File: config.mk
export PLATFORM = sky130hd
export DESIGN_NAME = trig_gate_top
export DESIGN_NICKNAME = d
export VERILOG_FILES = /design/src/rtl/tgate_pkg.sv /design/src/rtl/tg_sync.sv /design/src/rtl/tg_gate_fsm.sv /design/src/rtl/tg_tsclk.sv /design/src/rtl/tg_pulser.sv /design/src/rtl/tg_scaler.sv /design/src/rtl/trig_gate_top.sv
export SDC_FILE = /design/constraint.sdc
export NUM_CORES = 1
export LEC_CHECK = 0
export BUFFER_PORTS_ARGS = -buffer_cell sky130_fd_sc_hd__buf_2
export CAP_MARGIN = 15
export CORE_MARGIN = 5
export CORE_UTILIZATION = 52
export DETAILED_ROUTE_END_ITERATION = 6
export PLACE_DENSITY = 0.78
export SLEW_MARGIN = 20
export SYNTH_ARGS = -nofsm -noshare
export SYNTH_HDL_FRONTEND = slang
export SYNTH_HIERARCHICAL = 1
export SYNTH_SLANG_ARGS = --single-unit
export TNS_END_PERCENT = 100
File: constraint.sdc
create_clock -name clk -period 2.3 [get_ports clk]
set_clock_uncertainty 0.2 [all_clocks]
set_input_delay 0.23 -clock clk [delete_from_list [all_inputs] [get_ports clk]]
set_output_delay 0.23 -clock clk [all_outputs]
set_load 0.02 [all_outputs]
File: src/rtl/tgate_pkg.sv
package tgate_pkg;
    typedef enum logic {
        ST_IDLE = 1'b0,
        ST_BUSY = 1'b1
    } gate_state_e;

    typedef enum logic {
        TS_INTERNAL = 1'b0,
        TS_EXTERNAL = 1'b1
    } ts_src_e;
endpackage

File: src/rtl/tg_sync.sv
module tg_sync #(
    parameter int W      = 1,
    parameter int STAGES = 2
) (
    input  logic         clk,
    input  logic         rst_n,
    input  logic [W-1:0] async_i,
    output logic [W-1:0] level_o
);
    genvar b;
    generate
        for (b = 0; b < W; b++) begin : g_bit
            logic [STAGES-1:0] chain;
            always_ff @(posedge clk or negedge rst_n) begin
                if (!rst_n) chain <= '0;
                else        chain <= {chain[STAGES-2:0], async_i[b]};
            end
            assign level_o[b] = chain[STAGES-1];
        end
    endgenerate
endmodule

File: src/rtl/tg_gate_fsm.sv
module tg_gate_fsm
    import tgate_pkg::*;
#(
    parameter int N_SRC  = 4,
    parameter int N_BUSY = 5
) (
    input  logic              clk,
    input  logic              rst_n,
    input  logic              clr_mod,
    input  logic [N_SRC-1:0]  src_lvl,
    input  logic [N_BUSY-1:0] busy_lvl,
    input  logic              clr_busy_lvl,
    output logic [N_SRC-1:0]  src_rise,
    output logic              raw_trig_o,
    output logic              live_trig_o,
    output logic              busy_o,
    output logic              veto_o
);
    gate_state_e      state, state_nxt;
    logic [N_SRC-1:0] src_prev;
    logic             clr_prev;
    logic             clr_rise, any_rise, partner_busy, accept;

    always_ff @(posedge clk or negedge rst_n) begin
        if (!rst_n) begin
            src_prev <= '0;
            clr_prev <= 1'b0;
        end else begin
            src_prev <= src_lvl;
            clr_prev <= clr_busy_lvl;
        end
    end

    assign src_rise     = src_lvl & ~src_prev;
    assign clr_rise     = clr_busy_lvl & ~clr_prev;
    assign any_rise     = |src_rise;
    assign partner_busy = |busy_lvl;
    assign accept       = (state == ST_IDLE) && any_rise && !partner_busy;

    always_comb begin
        state_nxt = state;
        unique case (state)
            ST_IDLE: if (accept)   state_nxt = ST_BUSY;
            ST_BUSY: if (clr_rise) state_nxt = ST_IDLE;
            default: state_nxt = ST_IDLE;
        endcase
    end

    // state register
    always_ff @(posedge clk or negedge rst_n) begin
        if (!rst_n)       state <= ST_IDLE;
        else if (clr_mod) state <= ST_IDLE;
        else              state <= state_nxt;
    end

    // output register
    always_ff @(posedge clk or negedge rst_n) begin
        if (!rst_n) begin
            raw_trig_o  <= 1'b0;
            live_trig_o <= 1'b0;
        end else if (clr_mod) begin
            raw_trig_o  <= 1'b0;
            live_trig_o <= 1'b0;
        end else begin
            raw_trig_o  <= any_rise;
            live_trig_o <= accept;
        end
    end

    assign busy_o = (state == ST_BUSY);
    assign veto_o = busy_o | partner_busy;

    assert_live_needs_clear_R1: assert property (@(posedge clk) disable iff (!rst_n)
        live_trig_o |-> $past(!veto_o) && raw_trig_o);
    assert_busy_with_live_R2: assert property (@(posedge clk) disable iff (!rst_n)
        live_trig_o |-> busy_o);
    assert_clear_releases_R3: assert property (@(posedge clk) disable iff (!rst_n)
        (clr_rise && busy_o) |=> !busy_o);
    assert_partner_veto_R11: assert property (@(posedge clk) disable iff (!rst_n)
        (partner_busy && !clr_mod) |=> !live_trig_o);
endmodule

File: src/rtl/tg_tsclk.sv
module tg_tsclk
    import tgate_pkg::*;
#(
    parameter int DIV = 4
) (
    input  logic clk,
    input  logic rst_n,
    input  logic clr,
    input  logic veto,
    input  logic sel_ext,
    input  logic ext_lvl,
    output logic ts_o
);
    localparam int CW = (DIV > 2) ? $clog2(DIV) : 1;
    localparam logic [CW-1:0] LAST = CW'(DIV - 1);
    localparam logic [CW-1:0] HALF = CW'(DIV / 2);

    logic [CW-1:0] cnt;
    logic          phase;
    ts_src_e       src;

    assign phase = (cnt >= HALF);
    assign src   = ts_src_e'(sel_ext);

    always_ff @(posedge clk or negedge rst_n) begin
        if (!rst_n) begin
            cnt  <= '0;
            ts_o <= 1'b0;
        end else if (clr) begin
            cnt  <= '0;
            ts_o <= 1'b0;
        end else if (!veto) begin
            cnt  <= (cnt == LAST) ? '0 : cnt + 1'b1;
            unique case (src)
                TS_INTERNAL: ts_o <= phase;
                TS_EXTERNAL: ts_o <= ext_lvl;
                default:     ts_o <= phase;
            endcase
        end
    end

    assert_ts_hold_R5: assert property (@(posedge clk) disable iff (!rst_n)
        (veto && !clr) |=> $stable(ts_o));
endmodule

File: src/rtl/tg_pulser.sv
module tg_pulser #(
    parameter int DIV = 4000
) (
    input  logic clk,
    input  logic rst_n,
    input  logic clr,
    input  logic veto,
    output logic free_o,
    output logic vetoed_o
);
    localparam int CW = (DIV > 2) ? $clog2(DIV) : 1;
    localparam logic [CW-1:0] LAST = CW'(DIV - 1);

    logic [CW-1:0] cnt;
    logic          tick;

    assign tick = (cnt == LAST);

    always_ff @(posedge clk or negedge rst_n) begin
        if (!rst_n) begin
            cnt      <= '0;
            free_o   <= 1'b0;
            vetoed_o <= 1'b0;
        end else if (clr) begin
            cnt      <= '0;
            free_o   <= 1'b0;
            vetoed_o <= 1'b0;
        end else begin
            cnt      <= tick ? '0 : cnt + 1'b1;
            free_o   <= tick;
            vetoed_o <= tick && !veto;
        end
    end

    assert_vetoed_subset_R7: assert property (@(posedge clk) disable iff (!rst_n)
        vetoed_o |-> free_o);
    assert_single_pulse_R7: assert property (@(posedge clk) disable iff (!rst_n)
        free_o |=> !free_o);
endmodule

File: src/rtl/tg_scaler.sv
module tg_scaler #(
    parameter int W = 32
) (
    input  logic         clk,
    input  logic         rst_n,
    input  logic         clr,
    input  logic         inc,
    output logic [W-1:0] q
);
    localparam logic [W-1:0] FULL = {W{1'b1}};

    always_ff @(posedge clk or negedge rst_n) begin
        if (!rst_n)                 q <= '0;
        else if (clr)               q <= '0;
        else if (inc && q != FULL)  q <= q + 1'b1;
    end

    assert_sat_hold_R9: assert property (@(posedge clk) disable iff (!rst_n)
        (q == FULL && !clr) |=> q == FULL);
    assert_step_one_R8: assert property (@(posedge clk) disable iff (!rst_n)
        (!clr && q != FULL) |=> (q == $past(q)) || (q == $past(q) + 1'b1));
endmodule

File: src/rtl/trig_gate_top.sv
module trig_gate_top #(
    parameter int N_SRC     = 4,
    parameter int N_BUSY    = 5,
    parameter int CNT_W     = 32,
    parameter int TS_DIV    = 4,
    parameter int PULSE_DIV = 4000
) (
    input  logic                   clk,
    input  logic                   rst_n,
    input  logic                   clr_mod_i,
    input  logic [N_SRC-1:0]       src_i,
    input  logic [N_BUSY-1:0]      busy_i,
    input  logic                   clr_busy_i,
    input  logic                   ts_ext_i,
    input  logic                   ts_sel_ext_i,
    input  logic                   scaler_clr_i,
    output logic                   raw_trig_o,
    output logic                   live_trig_o,
    output logic                   busy_o,
    output logic                   ts_clk_o,
    output logic                   pulse_free_o,
    output logic                   pulse_veto_o,
    output logic [N_SRC*CNT_W-1:0] cnt_src_o,
    output logic [CNT_W-1:0]       cnt_raw_o,
    output logic [CNT_W-1:0]       cnt_live_o,
    output logic [CNT_W-1:0]       cnt_pfree_o,
    output logic [CNT_W-1:0]       cnt_pveto_o
);
    localparam int N_ASYNC = N_SRC + N_BUSY + 3;

    logic [N_ASYNC-1:0] async_lvl;
    logic [N_SRC-1:0]   src_lvl, src_rise;
    logic [N_BUSY-1:0]  busy_lvl;
    logic               clr_busy_lvl, clr_mod_lvl, ext_lvl;
    logic               veto, sc_clr;

    tg_sync #(.W(N_ASYNC), .STAGES(2)) u_sync (
        .clk     (clk),
        .rst_n   (rst_n),
        .async_i ({ts_ext_i, clr_mod_i, clr_busy_i, busy_i, src_i}),
        .level_o (async_lvl)
    );

    assign src_lvl      = async_lvl[N_SRC-1:0];
    assign busy_lvl     = async_lvl[N_SRC +: N_BUSY];
    assign clr_busy_lvl = async_lvl[N_SRC+N_BUSY];
    assign clr_mod_lvl  = async_lvl[N_SRC+N_BUSY+1];
    assign ext_lvl      = async_lvl[N_SRC+N_BUSY+2];
    assign sc_clr       = scaler_clr_i | clr_mod_lvl;

    tg_gate_fsm #(.N_SRC(N_SRC), .N_BUSY(N_BUSY)) u_fsm (
        .clk          (clk),
        .rst_n        (rst_n),
        .clr_mod      (clr_mod_lvl),
        .src_lvl      (src_lvl),
        .busy_lvl     (busy_lvl),
        .clr_busy_lvl (clr_busy_lvl),
        .src_rise     (src_rise),
        .raw_trig_o   (raw_trig_o),
        .live_trig_o  (live_trig_o),
        .busy_o       (busy_o),
        .veto_o       (veto)
    );

    tg_tsclk #(.DIV(TS_DIV)) u_ts (
        .clk     (clk),
        .rst_n   (rst_n),
        .clr     (clr_mod_lvl),
        .veto    (veto),
        .sel_ext (ts_sel_ext_i),
        .ext_lvl (ext_lvl),
        .ts_o    (ts_clk_o)
    );

    tg_pulser #(.DIV(PULSE_DIV)) u_pulse (
        .clk      (clk),
        .rst_n    (rst_n),
        .clr      (clr_mod_lvl),
        .veto     (veto),
        .free_o   (pulse_free_o),
        .vetoed_o (pulse_veto_o)
    );

    genvar s;
    generate
        for (s = 0; s < N_SRC; s++) begin : g_src_sc
            tg_scaler #(.W(CNT_W)) u_sc (
                .clk   (clk),
                .rst_n (rst_n),
                .clr   (sc_clr),
                .inc   (src_rise[s]),
                .q     (cnt_src_o[s*CNT_W +: CNT_W])
            );
        end
    endgenerate

    tg_scaler #(.W(CNT_W)) u_sc_raw (
        .clk(clk), .rst_n(rst_n), .clr(sc_clr), .inc(raw_trig_o), .q(cnt_raw_o));
    tg_scaler #(.W(CNT_W)) u_sc_live (
        .clk(clk), .rst_n(rst_n), .clr(sc_clr), .inc(live_trig_o), .q(cnt_live_o));
    tg_scaler #(.W(CNT_W)) u_sc_pfree (
        .clk(clk), .rst_n(rst_n), .clr(sc_clr), .inc(pulse_free_o), .q(cnt_pfree_o));
    tg_scaler #(.W(CNT_W)) u_sc_pveto (
        .clk(clk), .rst_n(rst_n), .clr(sc_clr), .inc(pulse_veto_o), .q(cnt_pveto_o));

    assert_live_counted_as_raw_R1: assert property (@(posedge clk) disable iff (!rst_n)
        live_trig_o |-> raw_trig_o);
    assert_clear_scalers_R10: assert property (@(posedge clk) disable iff (!rst_n)
        scaler_clr_i |=> (cnt_raw_o == '0) && (cnt_live_o == '0) && (cnt_pfree_o == '0));
    assert_module_clear_R4: assert property (@(posedge clk) disable iff (!rst_n)
        clr_mod_lvl |=> !busy_o && (cnt_live_o == '0));
endmodule

==> insert_results.sql <==
INSERT INTO impl_metrics (metric_group, metric, value, unit) VALUES
('yosys', 'mappedNetlistArea', '16700', 'um^2'),
('cts', 'cts.sinks', '305', ''),
('cts', 'clk_root_buffer_cell', 'sky130_fd_sc_hd__clkbuf_16', ''),
('placement', 'gp_congestion', '0.905', ''),
('global_routing', 'grt-busiest-layer', 'met2', ''),
('worst_setup_path', 'crit_path_max_incr_delay', '0.49', 'ns'),
('worst_setup_path', 'critical_path.n_buffers_inverters', '1', ''),
('drt', 'postRouteWirelength', '44600', 'um'),
('drt', 'dr_total_vias', '15100', ''),
('worst_setup_path', 'required', '2.53', 'ns'),
('timing', 'final.min_clock_period', '2.26', 'ns'),
('power_and_ir_drop', 'totalPowerFinal', '12.0', 'mW'),
('yosys', 'syn-num-nets', '1747', ''),
('timing', 'final.setup.tns', '0', 'ns'),
('cts', 'worst_skew_pair.late_latency', '0.51', 'ns'),
('worst_setup_path', 'r2r_slack', '0.04', 'ns'),
('cts', 'clkTransAtPathRegs', '0.05', 'ns'),
('drt', 'avgRoutedWirePerCell', '17.3', 'um'),
('drt', 'drc', '0', ''),
('worst_setup_path', 'cp_data_arrival_time', '2.49', 'ns'),
('yosys', 'yosys_register_bits', '305', ''),
('global_routing', 'globalRouteMet1Util', '32.6', '%'),
('placement', 'placement.io_buffers', '277', ''),
('cts', 'numCtsBuffers', '38', ''),
('cts', 'cts_tree', 'built', ''),
('timing', 'unrepaired_setup_endpoints_after_global_routing', 'true', ''),
('global_routing', 'gr-usage-met2', '40.4', '%'),
('floorplan', 'placementRows', '65', ''),
('timing', 'number_of_hold_slack_violations_in_the_final_timing_report', '0', ''),
('global_routing', 'globalRouteTotalUtil', '24.2', '%'),
('timing', 'maxSlewViolCount', '0', ''),
('worst_setup_path', 'critical_path_startpoint', 'u_sc_raw/q[0]', ''),
('yosys', 'synth_area_per_cell', '9.69', 'um^2'),
('yosys', 'mapped_cells', '1721', ''),
('layout', 'nNetsFinal', '2178', ''),
('yosys', 'synth_async_sr_flop_share', '100', '%'),
('power_and_ir_drop', 'power_density', '564', 'nW/um^2'),
('cts', 'cts.path.max_buffers', '3', ''),
('layout', 'final_layout_size_suffix_gt1_share', '30.7', '%'),
('worst_setup_path', 'crit_chain', 'ha_1 > nand4_1 > nor4_4 > a21o_4 > buf_4 > or4_1 > a21oi_1', ''),
('timing', 'timing.max_slew.rel_slack', '58.1', '%'),
('placement', 'place_hpwl', '32100', 'um'),
('min_path', 'worst_hold_path_type', 'input port to async pin', ''),
('floorplan', 'initial_core_util', '52.7', '%'),
('drt', 'detailedRoute.firstIterationViolations', '981', ''),
('power_and_ir_drop', 'leakagePower', '9.72', 'nW'),
('cts', 'ctsHtreeMaxLevel', '2', ''),
('floorplan', 'core_area', '31600', 'um^2'),
('layout', 'most_frequent_cells_in_the_layout', 'sky130_fd_sc_hd__dfrtp_1 (305), sky130_fd_sc_hd__buf_2 (276), sky130_fd_sc_hd__nor2_1 (217)', ''),
('layout', 'final_core_area_utilization', '66.9', '%'),
('global_routing', 'grt_residual_overflow', '0', ''),
('worst_setup_path', 'crit_slowest_cell', 'sky130_fd_sc_hd__or4_1', ''),
('yosys', 'synth_cell_type_count', '51', ''),
('yosys', 'seq_area_frac_synth', '45.8', '%'),
('yosys', 'synth-edff-count', '0', ''),
('layout', 'areaGrowthSynthToFinish', '27.0', '%'),
('run_status', 'run_status', 'completed', ''),
('global_routing', 'grt_max_degree', '86', ''),
('drt', 'routed_via_density', '5.85', ''),
('worst_setup_path', 'critPathLaunchType', 'flip-flop', ''),
('floorplan', 'die-width', '189', 'um'),
('timing', 'tightestPinTransition', '0.624', 'ns'),
('timing', 'final_period_util', '98.2', '%'),
('timing', 'setup_viol_count_final', '0', ''),
('yosys', 'yosysWarnings', '6', ''),
('global_routing', 'use_met3', '4.50', '%'),
('floorplan', 'floorplan.die.height', '189', 'um'),
('run', 'max_cap_violations', '0', ''),
('yosys', 'synth_flop_cell', 'sky130_fd_sc_hd__dfrtp_1', ''),
('floorplan', 'die_area', '35700', 'um^2'),
('drt', 'postRouteAntennaNets', '0', '');
-- worst register-to-register path, stage by stage (launching register included) --
cell,delay (ns)
sky130_fd_sc_hd__dfrtp_1,0.39
sky130_fd_sc_hd__ha_1,0.25
sky130_fd_sc_hd__nand4_1,0.19
sky130_fd_sc_hd__nor4_4,0.08
sky130_fd_sc_hd__a21o_4,0.25
sky130_fd_sc_hd__buf_4,0.18
sky130_fd_sc_hd__or4_1,0.50
sky130_fd_sc_hd__a21oi_1,0.16
-- final cells by class --
class | count | area [um^2]
Clock buffer | 55 | 1160
Multi-Input combinational cell | 1288 | 8580
Clock inverter | 12 | 141
Sequential cell | 305 | 7630
Antenna cell | 2 | 5.00
Timing Repair Buffer | 460 | 2930
Tap cell | 402 | 503
Fill cell | 2417 | 10500
Inverter | 59 | 221
-- metrics by stage --
stage	worst slack, ns	hold slack [ns]	area (um^2)	instances
floorplan	0.0253	-0.266	16700	1721
global placement	0.100	-0.0414	19600	2493
detailed placement	0.0580	-0.0418	19600	2493
CTS	0.0278	0.00725	21000	2575
global route	-0.00833	0.0229	21200	2582
finish	0.0425	0.0121	21200	2583
-- state kept, by name, indices dropped and copies added (netlist names), 2 cells and up --
signal and flops:
g_src_sc.u_sc/q 128, u_sc_live/q 32, u_sc_pfree/q 32, u_sc_pveto/q 32, u_sc_raw/q 32, u_sync/g_bit.chain 24
u_pulse/cnt 12, u_fsm/src_prev 4, u_ts/cnt 2
-- final timing paths --
check                           cells after the start                       end
worst max-delay path                                7            u_sc_raw/q[21]
worst min-delay path                                2            u_sc_raw/q[16]
worst max register to register                      7            u_sc_raw/q[21]
worst min register to register                      0  u_sync/g_bit[1].chain[1]
max in group asynchronous                           3    g_src_sc[2].u_sc/q[25]
min in group clk                                    0  u_sync/g_bit[1].chain[1]
-- metal layers --
metal  wire, um  part of all wire, %  up-vias
met5          0                    0        -
met4       1050                  2.4        0
met3       2960                  6.6       78
met2      21500                   48      538
met1      19100                   43     7408
li1           -                    -     7076
-- repair_timing --
action	4_1_cts	5_1_grt
resized for setup	0	23
setup endpoints to repair	0	37
hold buffers	15	0
setup buffers	0	6
hold endpoints to repair	281	0
-- cell usage after synthesis (16+ instances only) --
master,instances,share of area [%]
sky130_fd_sc_hd__a211oi_1,41,1.8
sky130_fd_sc_hd__a21o_1,24,1.1
sky130_fd_sc_hd__a21oi_1,94,2.8
sky130_fd_sc_hd__a31o_2,17,0.89
sky130_fd_sc_hd__and2_1,24,0.90
sky130_fd_sc_hd__and3_1,56,2.1
sky130_fd_sc_hd__buf_2,17,0.51
sky130_fd_sc_hd__buf_4,20,0.90
sky130_fd_sc_hd__clkbuf_1,32,0.72
sky130_fd_sc_hd__dfrtp_1,305,46
sky130_fd_sc_hd__inv_1,59,1.3
sky130_fd_sc_hd__mux2_2,40,2.7
sky130_fd_sc_hd__nand2_1,92,2.1
sky130_fd_sc_hd__nand2b_1,17,0.64
sky130_fd_sc_hd__nand3_1,101,3.0
sky130_fd_sc_hd__nand4_1,50,1.9
sky130_fd_sc_hd__nor2_1,217,4.9
sky130_fd_sc_hd__nor2b_1,52,2.0
sky130_fd_sc_hd__nor3_1,33,0.99
sky130_fd_sc_hd__nor4_1,32,1.2
sky130_fd_sc_hd__nor4_2,16,1.2
sky130_fd_sc_hd__o21ai_0,36,1.1
sky130_fd_sc_hd__o31ai_1,27,1.2
sky130_fd_sc_hd__or3_1,45,1.7
sky130_fd_sc_hd__or4_1,26,1.2
sky130_fd_sc_hd__xnor2_1,81,4.3
sky130_fd_sc_hd__xor2_1,26,1.4
-- cells by family (layout without fill, tap and decap cells) --
family                   count (synthesis)  in the layout  share of synthesized area [%]
AO/OA/AOI/OAI                          274            274                           11.3
XOR/XNOR                               107            107                           5.62
adder cells (fa/ha/maj)                 10             10                          0.750
buffers and inverters                  128            586                           3.46
flip-flops                             305            305                           45.8
multiplexers                            58             58                           4.02
other                                    0              2                              0
AND/OR/NAND/NOR                        839            839                           29.1
-- power by group --
part	leakage (nW)	internal [mW]	switching (mW)
Combinational	4.88	0.149	0.296
Clock	0.650	3.83	2.25
Sequential	4.19	5.41	0.0206
Total	9.72	9.38	2.57
(Power assumes the default switching activity.)
